`config.mk`:
```
export PLATFORM = sky130hd
export DESIGN_NAME = zone_access_check
export DESIGN_NICKNAME = d
export VERILOG_FILES = /design/src/rtl/zone_access_pkg.sv /design/src/rtl/zone_prot_reg.sv /design/src/rtl/zone_code_sel.sv /design/src/rtl/zone_rule_eval.sv /design/src/rtl/zone_access_check.sv
export SDC_FILE = /design/constraint.sdc
export NUM_CORES = 1
export LEC_CHECK = 0
export ABC_AREA = 1
export BUFFER_PORTS_ARGS = -buffer_cell sky130_fd_sc_hd__clkbuf_2
export CORE_ASPECT_RATIO = 2
export CORE_MARGIN = 2
export CORE_UTILIZATION = 54
export DETAILED_ROUTE_END_ITERATION = 12
export GPL_TIMING_DRIVEN = 0
export PLACE_DENSITY = 0.95
export SYNTH_ARGS = -nofsm -noshare
export SYNTH_HDL_FRONTEND = slang
export SYNTH_SLANG_ARGS = --single-unit
```
`constraint.sdc`:
```
create_clock -name clk -period 2.6 [get_ports clk]
set_input_delay 0.26 -clock clk [delete_from_list [all_inputs] [get_ports clk]]
set_output_delay 0.26 -clock clk [all_outputs]
set_load 0.01 [all_outputs]
```
`src/rtl/zone_access_pkg.sv`:
```
package zone_access_pkg;

   // two-bit per-zone override codes
   typedef enum logic [1:0] {
      ZC_DENY_USER  = 2'b00,
      ZC_PAGE       = 2'b01,
      ZC_SUPER_FULL = 2'b10,
      ZC_FULL       = 2'b11
   } zone_code_e;

   // fault cause codes
   typedef enum logic [1:0] {
      FC_NONE  = 2'b00,
      FC_ZONE  = 2'b01,
      FC_EXEC  = 2'b10,
      FC_WRITE = 2'b11
   } fault_e;

   // access kind: 00 fetch, 01 read, 1x write
   function automatic logic acc_is_fetch(input logic [1:0] acc);
      return acc == 2'b00;
   endfunction

   function automatic logic acc_is_write(input logic [1:0] acc);
      return acc[1];
   endfunction

   typedef struct packed {
      logic   grant;
      fault_e cause;
      logic   rd;
      logic   wr;
   } verdict_t;

endpackage

```
`src/rtl/zone_prot_reg.sv`:
```
module zone_prot_reg #(
   parameter int REG_W = 32
) (
   input  logic             clk,
   input  logic             rst_n,
   input  logic             wr_en_i,
   input  logic [REG_W-1:0] wr_data_i,
   output logic [REG_W-1:0] q_o
);

   always_ff @(posedge clk or negedge rst_n) begin
      if (!rst_n) begin
         q_o <= '0;
      end else if (wr_en_i) begin
         q_o <= wr_data_i;
      end
   end

endmodule

```
`src/rtl/zone_code_sel.sv`:
```
module zone_code_sel #(
   parameter int ZONE_CNT = 16,
   parameter int CODE_W   = 2,
   localparam int ZSEL_W  = $clog2(ZONE_CNT),
   localparam int REG_W   = ZONE_CNT * CODE_W
) (
   input  logic [REG_W-1:0]  zpr_i,
   input  logic [ZSEL_W-1:0] zsel_i,
   output logic [CODE_W-1:0] code_o
);

   logic [CODE_W-1:0] codes [ZONE_CNT];

   // zone 0 occupies the most significant slice
   for (genvar z = 0; z < ZONE_CNT; z++) begin : g_slice
      assign codes[z] = zpr_i[REG_W-1-z*CODE_W -: CODE_W];
   end

   assign code_o = codes[zsel_i];

endmodule

```
`src/rtl/zone_rule_eval.sv`:
```
module zone_rule_eval
   import zone_access_pkg::*;
(
   input  logic [1:0] code_i,
   input  logic       user_i,
   input  logic [1:0] acc_i,
   input  logic       pg_exec_i,
   input  logic       pg_write_i,
   output verdict_t   verdict_o
);

   logic   defer;
   logic   full;
   logic   zone_deny;
   fault_e cause;
   logic   rd;
   logic   wr;

   // zone level: full grant, deny, or hand off to the page
   always_comb begin
      defer     = 1'b0;
      full      = 1'b0;
      zone_deny = 1'b0;
      case (zone_code_e'(code_i))
         ZC_FULL:       full = 1'b1;
         ZC_SUPER_FULL: begin
            if (user_i) defer = 1'b1;
            else        full  = 1'b1;
         end
         ZC_PAGE:       defer = 1'b1;
         default: begin
            if (user_i) zone_deny = 1'b1;
            else        defer     = 1'b1;
         end
      endcase
   end

   // page level
   always_comb begin
      cause = FC_NONE;
      rd    = 1'b0;
      wr    = 1'b0;
      if (full) begin
         rd = 1'b1;
         wr = 1'b1;
      end else if (zone_deny) begin
         cause = FC_ZONE;
      end else if (defer) begin
         if (acc_is_fetch(acc_i)) begin
            if (!pg_exec_i) begin
               cause = FC_EXEC;
            end else begin
               rd = 1'b1;
               wr = pg_write_i;
            end
         end else begin
            rd = 1'b1;
            wr = pg_write_i;
            if (acc_is_write(acc_i) && !pg_write_i) cause = FC_WRITE;
         end
      end
   end

   assign verdict_o.grant = (cause == FC_NONE);
   assign verdict_o.cause = cause;
   assign verdict_o.rd    = rd;
   assign verdict_o.wr    = wr;

endmodule

```
`src/rtl/zone_access_check.sv`:
```
module zone_access_check
   import zone_access_pkg::*;
#(
   parameter int ZONE_CNT = 16,
   parameter int CODE_W   = 2,
   parameter int ATTR_W   = 8,
   parameter int ZSEL_LSB = 4,
   localparam int ZSEL_W  = $clog2(ZONE_CNT),
   localparam int REG_W   = ZONE_CNT * CODE_W
) (
   input  logic              clk,
   input  logic              rst_n,
   input  logic              zpr_wr_en,
   input  logic [REG_W-1:0]  zpr_wr_data,
   input  logic [ATTR_W-1:0] attr,
   input  logic              user_mode,
   input  logic [1:0]        acc_type,
   input  logic              pg_exec,
   input  logic              pg_write,
   output logic              grant,
   output logic [1:0]        fault_cause,
   output logic              rd_ok,
   output logic              wr_ok
);

   // elaboration checks
   if (CODE_W != 2) begin : g_bad_code_w
      $error("zone_access_check: CODE_W must be 2");
   end
   if ((1 << ZSEL_W) != ZONE_CNT) begin : g_bad_zone_cnt
      $error("zone_access_check: ZONE_CNT must be a power of two");
   end
   if (ZSEL_LSB + ZSEL_W > ATTR_W) begin : g_bad_attr
      $error("zone_access_check: zone field exceeds attribute width");
   end

   logic [REG_W-1:0]  zpr_q;
   logic [ZSEL_W-1:0] zsel;
   logic [CODE_W-1:0] zcode;
   verdict_t          verdict;

   assign zsel = attr[ZSEL_LSB +: ZSEL_W];

   // attribute bits outside the zone field carry nothing for this block
   if (ZSEL_LSB > 0) begin : g_low_sink
      logic unused_attr_low;
      assign unused_attr_low = ^attr[ZSEL_LSB-1:0];
   end
   if (ATTR_W > ZSEL_LSB + ZSEL_W) begin : g_high_sink
      logic unused_attr_high;
      assign unused_attr_high = ^attr[ATTR_W-1:ZSEL_LSB+ZSEL_W];
   end

   zone_prot_reg #(.REG_W(REG_W)) u_reg (
      .clk       (clk),
      .rst_n     (rst_n),
      .wr_en_i   (zpr_wr_en),
      .wr_data_i (zpr_wr_data),
      .q_o       (zpr_q)
   );

   zone_code_sel #(.ZONE_CNT(ZONE_CNT), .CODE_W(CODE_W)) u_sel (
      .zpr_i  (zpr_q),
      .zsel_i (zsel),
      .code_o (zcode)
   );

   zone_rule_eval u_eval (
      .code_i     (zcode),
      .user_i     (user_mode),
      .acc_i      (acc_type),
      .pg_exec_i  (pg_exec),
      .pg_write_i (pg_write),
      .verdict_o  (verdict)
   );

   assign grant       = verdict.grant;
   assign fault_cause = verdict.cause;
   assign rd_ok       = verdict.rd;
   assign wr_ok       = verdict.wr;

endmodule

```
# After elaboration in Yosys (flattened, before gate mapping)
# Index checks and enable logic that the tools add are counted.
dict set report word_totals {
  reg_bits 32
  word_cells 35
}
dict set report classes {
  n_lt_le_gt_ge 1
  eq_ne 3
  mux 24
  bitwise 1
  n_reduce_logical 5
}
# operator n
set ops {}
lappend ops {{2-bit two-way mux} 8}
lappend ops {{1-bit two-way mux} 13}
lappend ops {{2-bit binary-select mux with 4-bit select} 1}
lappend ops {{5-bit >= comparator (second input constant)} 1}
lappend ops {{4-bit NOT with 5-bit output} 1}
lappend ops {{2-bit == test (second input constant)} 2}
lappend ops {{2-bit zero test} 2}
lappend ops {{1-bit case mux with 3 select lines} 1}
lappend ops {{3-bit OR reduction} 1}
lappend ops {{2-bit by 1-bit == test with 1-bit output (second input constant)} 1}
lappend ops {{1-bit case mux with 2 select lines} 1}
lappend ops {{1-bit logical AND} 1}
lappend ops {{1-bit zero test} 1}

# Logic depth before layout (Yosys ltp)
dict set report logic_depth {
  depth_word 10
  ltp_mapped 10
  depth_no_buf 10
}

# By module
# Synthesis repeated with hierarchy kept, for this count alone.
dict set report unflattened {
  cells_unflattened 258
  area_unflattened_um2 1820.5
}
# module n_inst cells_each area_each_um2 seq_area_each_um2
set modules_own_cells {}
lappend modules_own_cells {zone_prot_reg 1 136 1292.5 800.8}
lappend modules_own_cells {zone_code_sel 1 98 420.4 0.0}
lappend modules_own_cells {zone_rule_eval 1 24 107.6 0.0}

# Worst setup path after synthesis
# Ideal clock, no wire load.
dict set report synth_timing {
  path_kind {input port to output port}
  startpoint {input attr[5]}
  endpoint {output grant}
  t_arrival_ps 1159
  required_ps 2340
  path_slack_ps 1181
  stages 8
  n_path_buf 1
  path_cell_list {buf_2 inv_2 o211ai_1 nand3_1 nand3_1 nand2_2 nand2_2 a21oi_1}
}
dict set report synth_via {
  elab_chain_len 10
}
# element line
set synth_rtl {}
lappend synth_rtl {{start: declaration} zone_access_check.sv:15} ;# input logic [ATTR_W-1:0] attr,
lappend synth_rtl {{4-bit NOT with 5-bit output (implied by the code) (*)} zone_code_sel.sv:19} ;# assign code_o = codes[zsel_i];
lappend synth_rtl {{2-bit binary-select mux with 4-bit select (*)} zone_code_sel.sv:19}
lappend synth_rtl {{2-bit two-way mux (implied by the code) (*) (2 in series)} zone_code_sel.sv:19}
lappend synth_rtl {{2-bit by 1-bit == test with 1-bit output / 2-bit == test (equally long branches)} zone_rule_eval.sv:24} ;# case (zone_code_e'(code_i))
lappend synth_rtl {{1-bit case mux with 3 select lines / 3-bit OR reduction (equally long branches)} -}
lappend synth_rtl {{2-bit two-way mux / 1-bit two-way mux (equally long branches)} {zone_rule_eval.sv:48, zone_rule_eval.sv:24}}
lappend synth_rtl {{2-bit two-way mux} zone_rule_eval.sv:46} ;# end else if (zone_deny) begin
lappend synth_rtl {{2-bit two-way mux (*)} zone_rule_eval.sv:43} ;# if (full) begin
lappend synth_rtl {{2-bit zero test (*)} zone_rule_eval.sv:64} ;# assign verdict_o.grant = (cause == FC_NONE);
lappend synth_rtl {{end: declaration} zone_access_check.sv:20} ;# output logic grant,
# Every way passes the cells marked *; elsewhere a longest branch is shown, timed or not. The select of a mux whose other input is x is not followed.

# Worst setup path in the final report
dict set report layout_timing {
  startpoint {register u_reg.q_o[12]}
  endpoint {output fault_cause[1]}
}
dict set report layout_via {
  elab_chain_len 8
}
# element line
set layout_rtl {}
lappend layout_rtl {{start: declaration} zone_prot_reg.sv:8} ;# output logic [REG_W-1:0] q_o
lappend layout_rtl {{start signal: assignment} zone_prot_reg.sv:15} ;# q_o <= wr_data_i;
lappend layout_rtl {{2-bit binary-select mux with 4-bit select (*)} zone_code_sel.sv:19}
lappend layout_rtl {{2-bit two-way mux (implied by the code) (*) (2 in series)} zone_code_sel.sv:19}
lappend layout_rtl {{2-bit by 1-bit == test with 1-bit output / 2-bit == test (equally long branches)} zone_rule_eval.sv:24}
lappend layout_rtl {{1-bit case mux with 3 select lines / 3-bit OR reduction (equally long branches)} -}
lappend layout_rtl {{2-bit two-way mux / 1-bit two-way mux (equally long branches)} {zone_rule_eval.sv:48, zone_rule_eval.sv:24}}
lappend layout_rtl {{2-bit two-way mux} zone_rule_eval.sv:46}
lappend layout_rtl {{2-bit two-way mux (*)} zone_rule_eval.sv:43}
lappend layout_rtl {{end: declaration} zone_access_check.sv:21} ;# output logic [1:0] fault_cause,
# Marked as above.

==> results.sh <==
export IMPL_outcome="finished, final reports clean"
export IMPL_p_int_uw=812
export IMPL_fin_crit_ns=1.82
export IMPL_reg2reg_depth=1
export IMPL_grt_pass1_wl_um=6160
export IMPL_cts_tree="built"
export IMPL_finalWeightedCongestion=0.880
export IMPL_critPathLaunch="u_reg.q_o[12]"
export IMPL_tns_ns=0
export IMPL_gr_total_overflow=0
export IMPL_grt_usage_pct=23.6
export IMPL_worstPathArrival_ns=1.56
export IMPL_max_cap_viol_count=0
export IMPL_ys_types=19
export IMPL_grt_antenna_before_repair=0
export IMPL_worst_pin_slew_ns=0.773
export IMPL_reg2reg_to="u_reg.q_o[27]"
export IMPL_yosys_register_bits=32
export IMPL_ys_flop_type="dfrtp_1"
export IMPL_io_buffers=46
export IMPL_first_pass_iters=4
export IMPL_syn_area_mm2=0.00165
export IMPL_combPwrFrac_pct=19.0
export IMPL_num_vias=1563
export IMPL_drive_above_1_share_pct=28.8
export IMPL_final_util_pct=67.8
export IMPL_drt_iter0_drc=40
export IMPL_die_area_mm2=0.00354
export IMPL_cp_max_fo=5
export IMPL_hold_viol=0
export IMPL_p_total_mw=1.13
export IMPL_slew_violations=0
export IMPL_reg_largest_list="u_reg.q_o x32"
export IMPL_drc=0
export IMPL_clock_latency_ns=0.29
export IMPL_syn_nets=255
export IMPL_crit_type="flip-flop to primary output"
export IMPL_vdd_drop_max_mv=0.428
export IMPL_p_leak_nw=1.09
export IMPL_n_antenna_cell=0
export IMPL_max_freq_mhz=550
export IMPL_syn_area_per_cell_um2=7.97
export IMPL_largest_reg_flops=32
export IMPL_seq_power_share_pct=49.5
export IMPL_rows=28
export IMPL_yosysSeqAreaShare_pct=48.6
export IMPL_period_share_pct=69.9
export IMPL_regMostFlops="u_reg.q_o"
export IMPL_synth_top_cell_by_area="dfrtp_1"
export IMPL_grt_max_degree=33
export IMPL_swShare_pct=28.2
export IMPL_ctsHtreeMaxLevel=2
export IMPL_dp_hpwl_um=2920
export IMPL_ctsLongestPathBuffers=2
export IMPL_relSlewSlack_pct=48.4
export IMPL_cts_clk_slew_worst_paths_ns=0.07
export IMPL_cts_made_buffers=5
export IMPL_start_util_pct=56.0
export IMPL_cp_end_kind="primary output"
export IMPL_reg2reg_slack_ns=1.83
export IMPL_power_frac_clock_pct=31.5
export IMPL_hold_buffers=0
export IMPL_power_density_mw_per_mm2=567
export IMPL_syn2layout_area_growth_pct=20.9
export IMPL_wl_per_cell_um=13.1
export IMPL_die_y_um=82.2
export IMPL_wl_um=3790
export IMPL_design_core_area_mm2=0.00294
export IMPL_grt_pass1_vias=1544
export IMPL_final_nets=308
export IMPL_clock_skew_ns=0
export IMPL_hold_path_class="primary input to async pin"
export IMPL_die_x_um=43.1
export IMPL_cts_setup_buffers=0
export IMPL_cts_root_buf="clkbuf_8"
export IMPL_setup_violations_final=0
export IMPL_synth_enable_flop_cells=0
export IMPL_yosysTopAreaCellShare_pct=48.6
export IMPL_switchingPower_uw=319
export IMPL_ant_nets=0
export IMPL_vias_per_cell=5.39
export IMPL_start_kind="flip-flop"
export IMPL_cts_sinks=32
export IMPL_grt_setup_unrepaired="no"
export IMPL_async_flop_share_pct=100
export IMPL_syn_inst=207
export IMPL_cts_resized=0
export IMPL_worstReg2RegStart="u_reg.q_o[27]"
export IMPL_ios=53
export IMPL_yosys_top_cells_area="dfrtp_1 (49%), nand2_1 (13%), o21ai_0 (8.5%), inv_1 (7.3%), nand3_1 (5.8%)"
export IMPL_synth_warnings=0
export IMPL_cp_required_ns=2.34
## per-layer routing
metal | vias up | global-route usage, % | share of wire, %
met1 | 730 | 21.5 | 33
met5 | - | 0 | 0
li1 | 759 | - | -
met3 | 17 | 6.74 | 6.0
met4 | 0 | 14.5 | 4.4
met2 | 57 | 44.2 | 56
## worst max-delay path, cell delays in order (launching register included)
cell	delay, ns
dfrtp_1	0.39
inv_1	0.09
nand2_1	0.05
nand3_1	0.08
nand3_1	0.10
nand3_2	0.09
nand3_2	0.10
nand2_2	0.11
nand2_2	0.05
nor2_2	0.07
clkbuf_2	0.13
## cell families (layout without fill, tap and decap cells)
logic type      Yosys count  after routing  synth area share (%)
simple gates             90             90                  24.4
buf+inv                  43             96                  10.9
compound gates           36             36                  12.1
flops                    32             32                  48.6
mux                       6              6                  4.10
## layout by cell type, fill, tap and decap left out
master and count:
o21ai_0 28, dfrtp_1 32, clkbuf_2 46, nand3_2 4, o211ai_1 5, inv_2 2, clkbuf_8 5, nand2_1 58
o211ai_2 1, nand3_1 19, buf_2 2, mux2_2 6, o21ai_1 1, inv_1 32, buf_6 2, clkinv_2 1
a21oi_1 1, nor2_1 3, nand2_2 3, or2_2 1, clkbuf_1 6, nor2_2 2
## cell usage after synthesis (2+ instances only)
cell	n
dfrtp_1	32
nand3_2	4
inv_1	32
nand2_2	3
o211ai_1	5
nor2_1	3
inv_2	2
mux2_2	6
buf_2	2
nand2_1	58
buf_6	2
nor2_2	2
o21ai_0	28
clkbuf_1	5
nand3_1	19
## per-stage QoR
stage / hold WS [ns] / cell area (µm²) / worst slack (ns) / instances
detailed placement: 0.362 / 1920 / 0.949 / 283
global route: 0.0925 / 1990 / 0.657 / 290
floorplan: -0.0356 / 1650 / 1.18 / 207
global placement: 0.355 / 1920 / 0.962 / 283
finish: 0.0351 / 1990 / 0.782 / 290
CTS: 0.0563 / 1990 / 0.792 / 290
## final cells by class
class	instances	area (µm²)
plain buffers	9	51.3
clock buffers	6	72.6
clock inverters	1	5.00
fillers	247	948
inverters	34	128
multi-input cells	132	669
flip-flops and latches	32	801
well taps	30	37.5
repair buffers	46	230
## worst max path at each step
stage	end
2_1_floorplan	grant
4_1_cts	fault_cause[1]
6_report	fault_cause[1]
3_5_place_dp	wr_ok
5_1_grt	fault_cause[1]
3_3_place_gp	fault_cause[1]
## power by group through the flow
stage	combinational, mW	sequential, mW	clock (mW)
6_report	0.215	0.560	0.356
3_5_place_dp	0.214	0.568	0
3_3_place_gp	0.205	0.566	0
4_1_cts	0.216	0.559	0.356
5_1_grt	0.243	0.563	0.385
2_1_floorplan	0.133	0.563	0
(Power assumes the default switching activity.)
